===== src/rtl/tilebus_pkg.sv =====
package tilebus_pkg;
    localparam int N_CL    = 4;
    localparam int N_EL    = 4;
    localparam int INTRA_W = 8;
    localparam int LANE_W  = 4;

    // Flat slot position of (destination, source, lane) in the broadcast view.
    function automatic int xslot(input int d, input int s, input int e,
                                 input int ncl, input int nel);
        return (d * ncl + s) * nel + e;
    endfunction
endpackage


===== src/rtl/intra_bus.sv =====
module intra_bus #(
    parameter int N_EL   = tilebus_pkg::N_EL,
    parameter int DATA_W = tilebus_pkg::INTRA_W,
    localparam int SRC_W = (N_EL > 1) ? $clog2(N_EL) : 1
) (
    input  logic                     clk,
    input  logic                     rst,
    input  logic [N_EL-1:0]          drv_en,
    input  logic [N_EL*DATA_W-1:0]   drv_data,
    output logic                     rx_valid,
    output logic [DATA_W-1:0]        rx_data,
    output logic [SRC_W-1:0]         rx_src
);
    typedef struct packed {
        logic              valid;
        logic [SRC_W-1:0]  src;
        logic [DATA_W-1:0] data;
    } beat_t;

    beat_t nxt, cur;

    // Static schedule: at most one driver, so an OR-mux suffices.
    always_comb begin
        nxt = '0;
        for (int i = 0; i < N_EL; i++) begin
            if (drv_en[i]) begin
                nxt.valid = 1'b1;
                nxt.src   = nxt.src | SRC_W'(i);
                nxt.data  = nxt.data | drv_data[i*DATA_W +: DATA_W];
            end
        end
    end

    always_ff @(posedge clk) begin
        if (rst) begin
            cur <= '0;
        end else begin
            cur.valid <= nxt.valid;
            if (nxt.valid) begin
                cur.src  <= nxt.src;
                cur.data <= nxt.data;
            end
        end
    end

    assign rx_valid = cur.valid;
    assign rx_data  = cur.data;
    assign rx_src   = cur.src;

    p_one_driver_r5: assert property (@(posedge clk) disable iff (rst)
        $onehot0(drv_en));

    p_hold_r3: assert property (@(posedge clk) disable iff (rst)
        (drv_en == '0) |=> (!rx_valid && $stable(rx_data) && $stable(rx_src)));

    p_latency_r9: assert property (@(posedge clk) disable iff (rst)
        (drv_en != '0) |=> rx_valid);

    for (genvar i = 0; i < N_EL; i++) begin : g_src_chk
        p_src_r2: assert property (@(posedge clk) disable iff (rst)
            (drv_en == (N_EL'(1) << i)) |=>
            (rx_src == SRC_W'(i) && rx_data == $past(drv_data[i*DATA_W +: DATA_W])));
    end
endmodule


===== src/rtl/lane_reg.sv =====
module lane_reg #(
    parameter int N_EL   = tilebus_pkg::N_EL,
    parameter int LANE_W = tilebus_pkg::LANE_W
) (
    input  logic                    clk,
    input  logic                    rst,
    input  logic [N_EL-1:0]         lane_en,
    input  logic [N_EL*LANE_W-1:0]  lane_data,
    output logic [N_EL-1:0]         q_valid,
    output logic [N_EL*LANE_W-1:0]  q_data
);
    for (genvar e = 0; e < N_EL; e++) begin : g_lane
        always_ff @(posedge clk) begin
            if (rst) begin
                q_valid[e]                  <= 1'b0;
                q_data[e*LANE_W +: LANE_W]  <= '0;
            end else begin
                q_valid[e] <= lane_en[e];
                if (lane_en[e])
                    q_data[e*LANE_W +: LANE_W] <= lane_data[e*LANE_W +: LANE_W];
            end
        end

        p_lane_hold_r8: assert property (@(posedge clk) disable iff (rst)
            !lane_en[e] |=> (!q_valid[e] && $stable(q_data[e*LANE_W +: LANE_W])));
    end
endmodule


===== src/rtl/tile_bus.sv =====
module tile_bus #(
    parameter int N_CL    = tilebus_pkg::N_CL,
    parameter int N_EL    = tilebus_pkg::N_EL,
    parameter int INTRA_W = tilebus_pkg::INTRA_W,
    parameter int LANE_W  = tilebus_pkg::LANE_W,
    localparam int N_PE   = N_CL * N_EL,
    localparam int SRC_W  = (N_EL > 1) ? $clog2(N_EL) : 1,
    localparam int N_SLOT = N_CL * N_CL * N_EL
) (
    input  logic                      clk,
    input  logic                      rst,
    input  logic [N_PE-1:0]           ibus_drv_en,
    input  logic [N_PE*INTRA_W-1:0]   ibus_drv_data,
    output logic [N_CL-1:0]           ibus_valid,
    output logic [N_CL*INTRA_W-1:0]   ibus_data,
    output logic [N_CL*SRC_W-1:0]     ibus_src,
    input  logic [N_PE-1:0]           xbus_lane_en,
    input  logic [N_PE*LANE_W-1:0]    xbus_lane_data,
    output logic [N_SLOT-1:0]         xbus_valid,
    output logic [N_SLOT*LANE_W-1:0]  xbus_data
);
    import tilebus_pkg::xslot;

    logic [N_CL*N_EL-1:0]        src_valid;
    logic [N_CL*N_EL*LANE_W-1:0] src_data;

    for (genvar c = 0; c < N_CL; c++) begin : g_cluster
        intra_bus #(.N_EL(N_EL), .DATA_W(INTRA_W)) u_intra (
            .clk      (clk),
            .rst      (rst),
            .drv_en   (ibus_drv_en[c*N_EL +: N_EL]),
            .drv_data (ibus_drv_data[c*N_EL*INTRA_W +: N_EL*INTRA_W]),
            .rx_valid (ibus_valid[c]),
            .rx_data  (ibus_data[c*INTRA_W +: INTRA_W]),
            .rx_src   (ibus_src[c*SRC_W +: SRC_W])
        );

        lane_reg #(.N_EL(N_EL), .LANE_W(LANE_W)) u_lanes (
            .clk       (clk),
            .rst       (rst),
            .lane_en   (xbus_lane_en[c*N_EL +: N_EL]),
            .lane_data (xbus_lane_data[c*N_EL*LANE_W +: N_EL*LANE_W]),
            .q_valid   (src_valid[c*N_EL +: N_EL]),
            .q_data    (src_data[c*N_EL*LANE_W +: N_EL*LANE_W])
        );
    end

    // Broadcast fan-out: every destination sees every other cluster's lanes.
    for (genvar d = 0; d < N_CL; d++) begin : g_dst
        for (genvar s = 0; s < N_CL; s++) begin : g_src
            for (genvar e = 0; e < N_EL; e++) begin : g_ln
                localparam int K = xslot(d, s, e, N_CL, N_EL);
                if (d == s) begin : g_self
                    assign xbus_valid[K]                 = 1'b0;
                    assign xbus_data[K*LANE_W +: LANE_W] = '0;
                end else begin : g_peer
                    assign xbus_valid[K]                 = src_valid[s*N_EL + e];
                    assign xbus_data[K*LANE_W +: LANE_W] = src_data[(s*N_EL + e)*LANE_W +: LANE_W];

                    p_bcast_r6: assert property (@(posedge clk) disable iff (rst)
                        xbus_lane_en[s*N_EL + e] |=>
                        (xbus_valid[K] &&
                         xbus_data[K*LANE_W +: LANE_W] ==
                             $past(xbus_lane_data[(s*N_EL + e)*LANE_W +: LANE_W])));
                end
            end
        end
    end
endmodule


===== config.mk =====
export PLATFORM = sky130hd
export DESIGN_NAME = tile_bus
export DESIGN_NICKNAME = d
export VERILOG_FILES = /design/src/rtl/tilebus_pkg.sv /design/src/rtl/intra_bus.sv /design/src/rtl/lane_reg.sv /design/src/rtl/tile_bus.sv
export SDC_FILE = /design/constraint.sdc
export NUM_CORES = 1
export LEC_CHECK = 0
export ABC_AREA = 1
export BUFFER_PORTS_ARGS = -buffer_cell sky130_fd_sc_hd__buf_2
export CORE_AREA = 2 2 230 232
export CTS_BUF_LIST = sky130_fd_sc_hd__clkbuf_8 sky130_fd_sc_hd__clkbuf_16
export DETAILED_ROUTE_END_ITERATION = 8
export DIE_AREA = 0 0 232 234
export PLACE_DENSITY = 0.37
export RECOVER_POWER = 50
export REMOVE_ABC_BUFFERS = 1
export SYNTH_ARGS = -nofsm -noshare
export SYNTH_HDL_FRONTEND = slang
export SYNTH_HIERARCHICAL = 1
export SYNTH_SLANG_ARGS = --single-unit

===== constraint.sdc =====
create_clock -name clk -period 0.9 [get_ports clk]
set_input_delay 0.27 -clock clk [delete_from_list [all_inputs] [get_ports clk]]
set_output_delay 0.27 -clock clk [all_outputs]
set_load 0.01 [all_outputs]

==> flow_metrics.py <==
metrics = {
    "status": {
        "status": "finished with violations",
        "violations": "negative setup slack",
    },
    "timing": {
        "finalHoldViolations": 0,
        "setup_viol": 290,
        "max_freq_mhz": 794.0,
        "period_needed_ns": 1.259,
        "setup_ws_ns": -0.3594,
        "tightest_slew_ns": 0.6067,
        "slew_headroom_pct": 59.51,
        "clock_skew_ns": 0,
        "period_share_pct": 139.9,
        "rsz0062_at_grt": "yes",
        "slew_violations": 0,
    },
    "floorplanning": {
        "die_area_um2": 54290,
        "start_util_pct": 14.98,
        "die_h_um": 234,
        "fp.dieW_um": 232,
        "rows": 84,
        "core_area_um2": 52020,
        "io_pins": 590,
    },
    "power_and_ir_drop": {
        "switching_share_pct": 29.97,
        "combPwrFrac_pct": 24.8,
        "p_clk_share_pct": 40.0,
        "p_switching_mw": 5.449,
        "seqPwrFrac_pct": 35.2,
        "p_int_mw": 12.73,
        "peakVddDrop_mv": 1.379,
        "p_per_area_nw_per_um2": 1467,
        "power_leakage_nw": 6.412,
    },
    "route": {
        "remaining_drc_errors": 0,
        "wire_per_inst_um": 12.16,
        "ant_nets": 0,
        "avgViaCountPerCell": 3.373,
        "dr.first_iter.drc_count": 132,
        "vias": 7322,
        "dr.pass1.iters": 4,
        "wirelength_um": 26410,
    },
    "grt": {
        "grt_pass1_vias": 6884,
        "grt_pass1_wl_um": 37620,
        "antenna_found_initial": 2,
        "grt_max_degree": 17,
        "gr-total-overflow": 0,
        "grt_use_total_pct": 9.297,
    },
    "clock_network": {
        "cts_tree": "built",
        "cts_root_buffer": "clkbuf_16",
        "path_clk_slew_ns": 0.06,
        "ctsHoldBuffers": 0,
        "htreeDepth": 4,
        "cts_buffers": 17,
        "insertion_delay_ns": 0.46,
        "clock_sinks": 124,
        "clock_path_buffers": 2,
    },
    "critical_path": {
        "r2r_slack_ns": 0.08,
        "critPathLaunch": "g_cluster[1].u_lanes/q_data[5]",
        "crit_chain": "buf_6",
        "worstSetupEndpointType": "output pin",
        "crit_path_end": "xbus_data[21]",
        "cp_max_fo": 4,
        "crit_family": "flip-flops",
        "path_class": "reg -> out",
        "cp_num_cells": 1,
        "cp_data_required_time_ns": 0.63,
        "r2r-end": "g_cluster[3].u_intra/rx_data[6]",
        "r2r_cells": 4,
        "setup.worst_path.start_class": "register",
        "cp_slowest_cell": "dfxtp_4",
        "worstReg2RegStart": "g_cluster[3].u_intra/rx_data[6]",
        "cp.arrival_ns": 0.99,
        "crit_buf_inv": 1,
        "max_stage_delay_ns": 0.40,
    },
    "final_layout": {
        "finish.utilization_pct": 23.82,
        "nFillCells": 5795,
        "multi_input_area_um2": 3004,
        "antenna_cells": 0,
        "area_growth_pct": 59.03,
        "layout_commonest_cell": "nand2_1",
        "drive_gt1_share_pct": 54.48,
        "final_cell_mix": "324 x nand2_1, 275 x buf_6, 233 x buf_2",
        "regArea_um2": 2835,
        "fin_cells": 2171,
        "nets": 1696,
    },
    "flow_run": {
        "cap_violations": 0,
    },
    "synth": {
        "ys_seq_area_share_pct": 31.86,
        "synthCells": 1089,
        "synth_cell_types": 17,
        "ys_ff_latch": 124,
        "syn_avg_cell_area_um2": 7.154,
        "synth-warning-count": 6,
        "synth_area_um2": 7791,
    },
    "place": {
        "routabilityCongestion": 0.7782,
        "portBuffers": 509,
        "place_inst": 2097,
        "dpl.hpwl_um": 20890,
    },
    "min_path": {
        "hp-class": "in -> reg",
        "holdPathStages": 5,
    },
}
how the worst min path moves through the flow:
| stage | start | end | slack, ns |
|---|---|---|---|
| 4_1_cts | xbus_lane_en[11] | g_cluster[2].u_lanes/q_valid[3] | 0.02 |
| 6_report | xbus_lane_data[27] | g_cluster[1].u_lanes/q_data[11] | 0.08 |
| 5_1_grt | xbus_lane_en[9] | g_cluster[2].u_lanes/q_valid[1] | 0.06 |
| 3_3_place_gp | g_cluster[1].u_intra/rx_src[0] | g_cluster[1].u_intra/rx_src[0] | 0.45 |
| 2_1_floorplan | rst | g_cluster[0].u_intra/rx_data[0] | 0.33 |
| 3_5_place_dp | g_cluster[1].u_intra/rx_src[0] | g_cluster[1].u_intra/rx_src[0] | 0.46 |
registers in the layout, summed over array words and instances (netlist names):
| register | cells |
|---|---|
| g_cluster.u_lanes/q_data | 64 |
| g_cluster.u_lanes/q_valid | 16 |
| g_cluster.u_intra/rx_valid | 4 |
| g_cluster.u_intra/rx_data | 32 |
| g_cluster.u_intra/rx_src | 8 |
synthesized netlist by cell type:
| library cell | instances | area (um^2) |
|---|---|---|
| nand3_2 | 32 | 320.3 |
| buf_4 | 244 | 1832 |
| buf_6 | 16 | 180.2 |
| a21oi_1 | 12 | 60.06 |
| nor2_4 | 4 | 45.04 |
| nand2_1 | 324 | 1216 |
| conb_1 | 1 | 3.750 |
| nand3_1 | 4 | 20.02 |
| buf_2 | 20 | 100.1 |
| dfxtp_1 | 124 | 2482 |
| nor2_8 | 4 | 80.08 |
| a21oi_2 | 32 | 280.3 |
| inv_2 | 4 | 15.01 |
| nor2_2 | 8 | 50.05 |
| buf_12 | 8 | 160.2 |
| nor2_1 | 172 | 645.6 |
| inv_1 | 80 | 300.3 |
timing repair:
action / in CTS / in global routing
buffers inserted: 31 / 11
endpoints found under the setup margin: 284 / 284
resized for setup: 485 / 12
area by class of cell:
cell class / count / share of cell area [%]
timing repair buffer: 571 / 38.46
multi-input combinational: 672 / 24.25
sequential: 124 / 22.88
tap: 688 / 6.947
clock buffer: 18 / 3.544
inverter: 84 / 2.545
clock inverter: 14 / 1.373
power by group through the flow:
stage	Combinational, mW	Clock [mW]	Sequential (mW)
after floorplan	1.04	0	6.74
after global placement	3.46	0	6.37
after detailed placement	3.45	0	6.39
after CTS	4.51	7.69	6.41
after global routing	4.95	7.87	6.45
final	4.51	7.27	6.39
metrics by stage:
step | TNS [ns] | setup slack [ns] | power [mW] | hold WS [ns] | cell area [um^2]
after global routing | -112.34 | -0.4157 | 19.28 | 0.05808 | 12390
after detailed placement | -14.59 | -0.1974 | 9.837 | 0.4571 | 9464
final | -88.49 | -0.3594 | 18.18 | 0.07793 | 12390
after CTS | -107.70 | -0.4215 | 18.62 | 0.02243 | 12320
after floorplan | 0 | 0.08621 | 7.780 | 0.3324 | 5816
after global placement | -13.05 | -0.1902 | 9.832 | 0.4504 | 9464
cells by family after synthesis:
family	synth area share, %
compound gates	4.368
other cells	0.04813
buf+inv	33.21
simple gates	30.51
flops	31.86
routing by layer:
layer / track usage [%] / wire (um) / share of wire (%) / vias up
met1: 9.501 / 9857 / 37 / 3244
met2: 17.10 / 14000 / 53 / 346
li1: - / - / - / 3700
met5: 0 / 13 / 0.049 / -
met4: 4.527 / 583 / 2.2 / 2
met3: 2.955 / 1950 / 7.4 / 30
No activity file was read; power rests on OpenSTA's default activity.
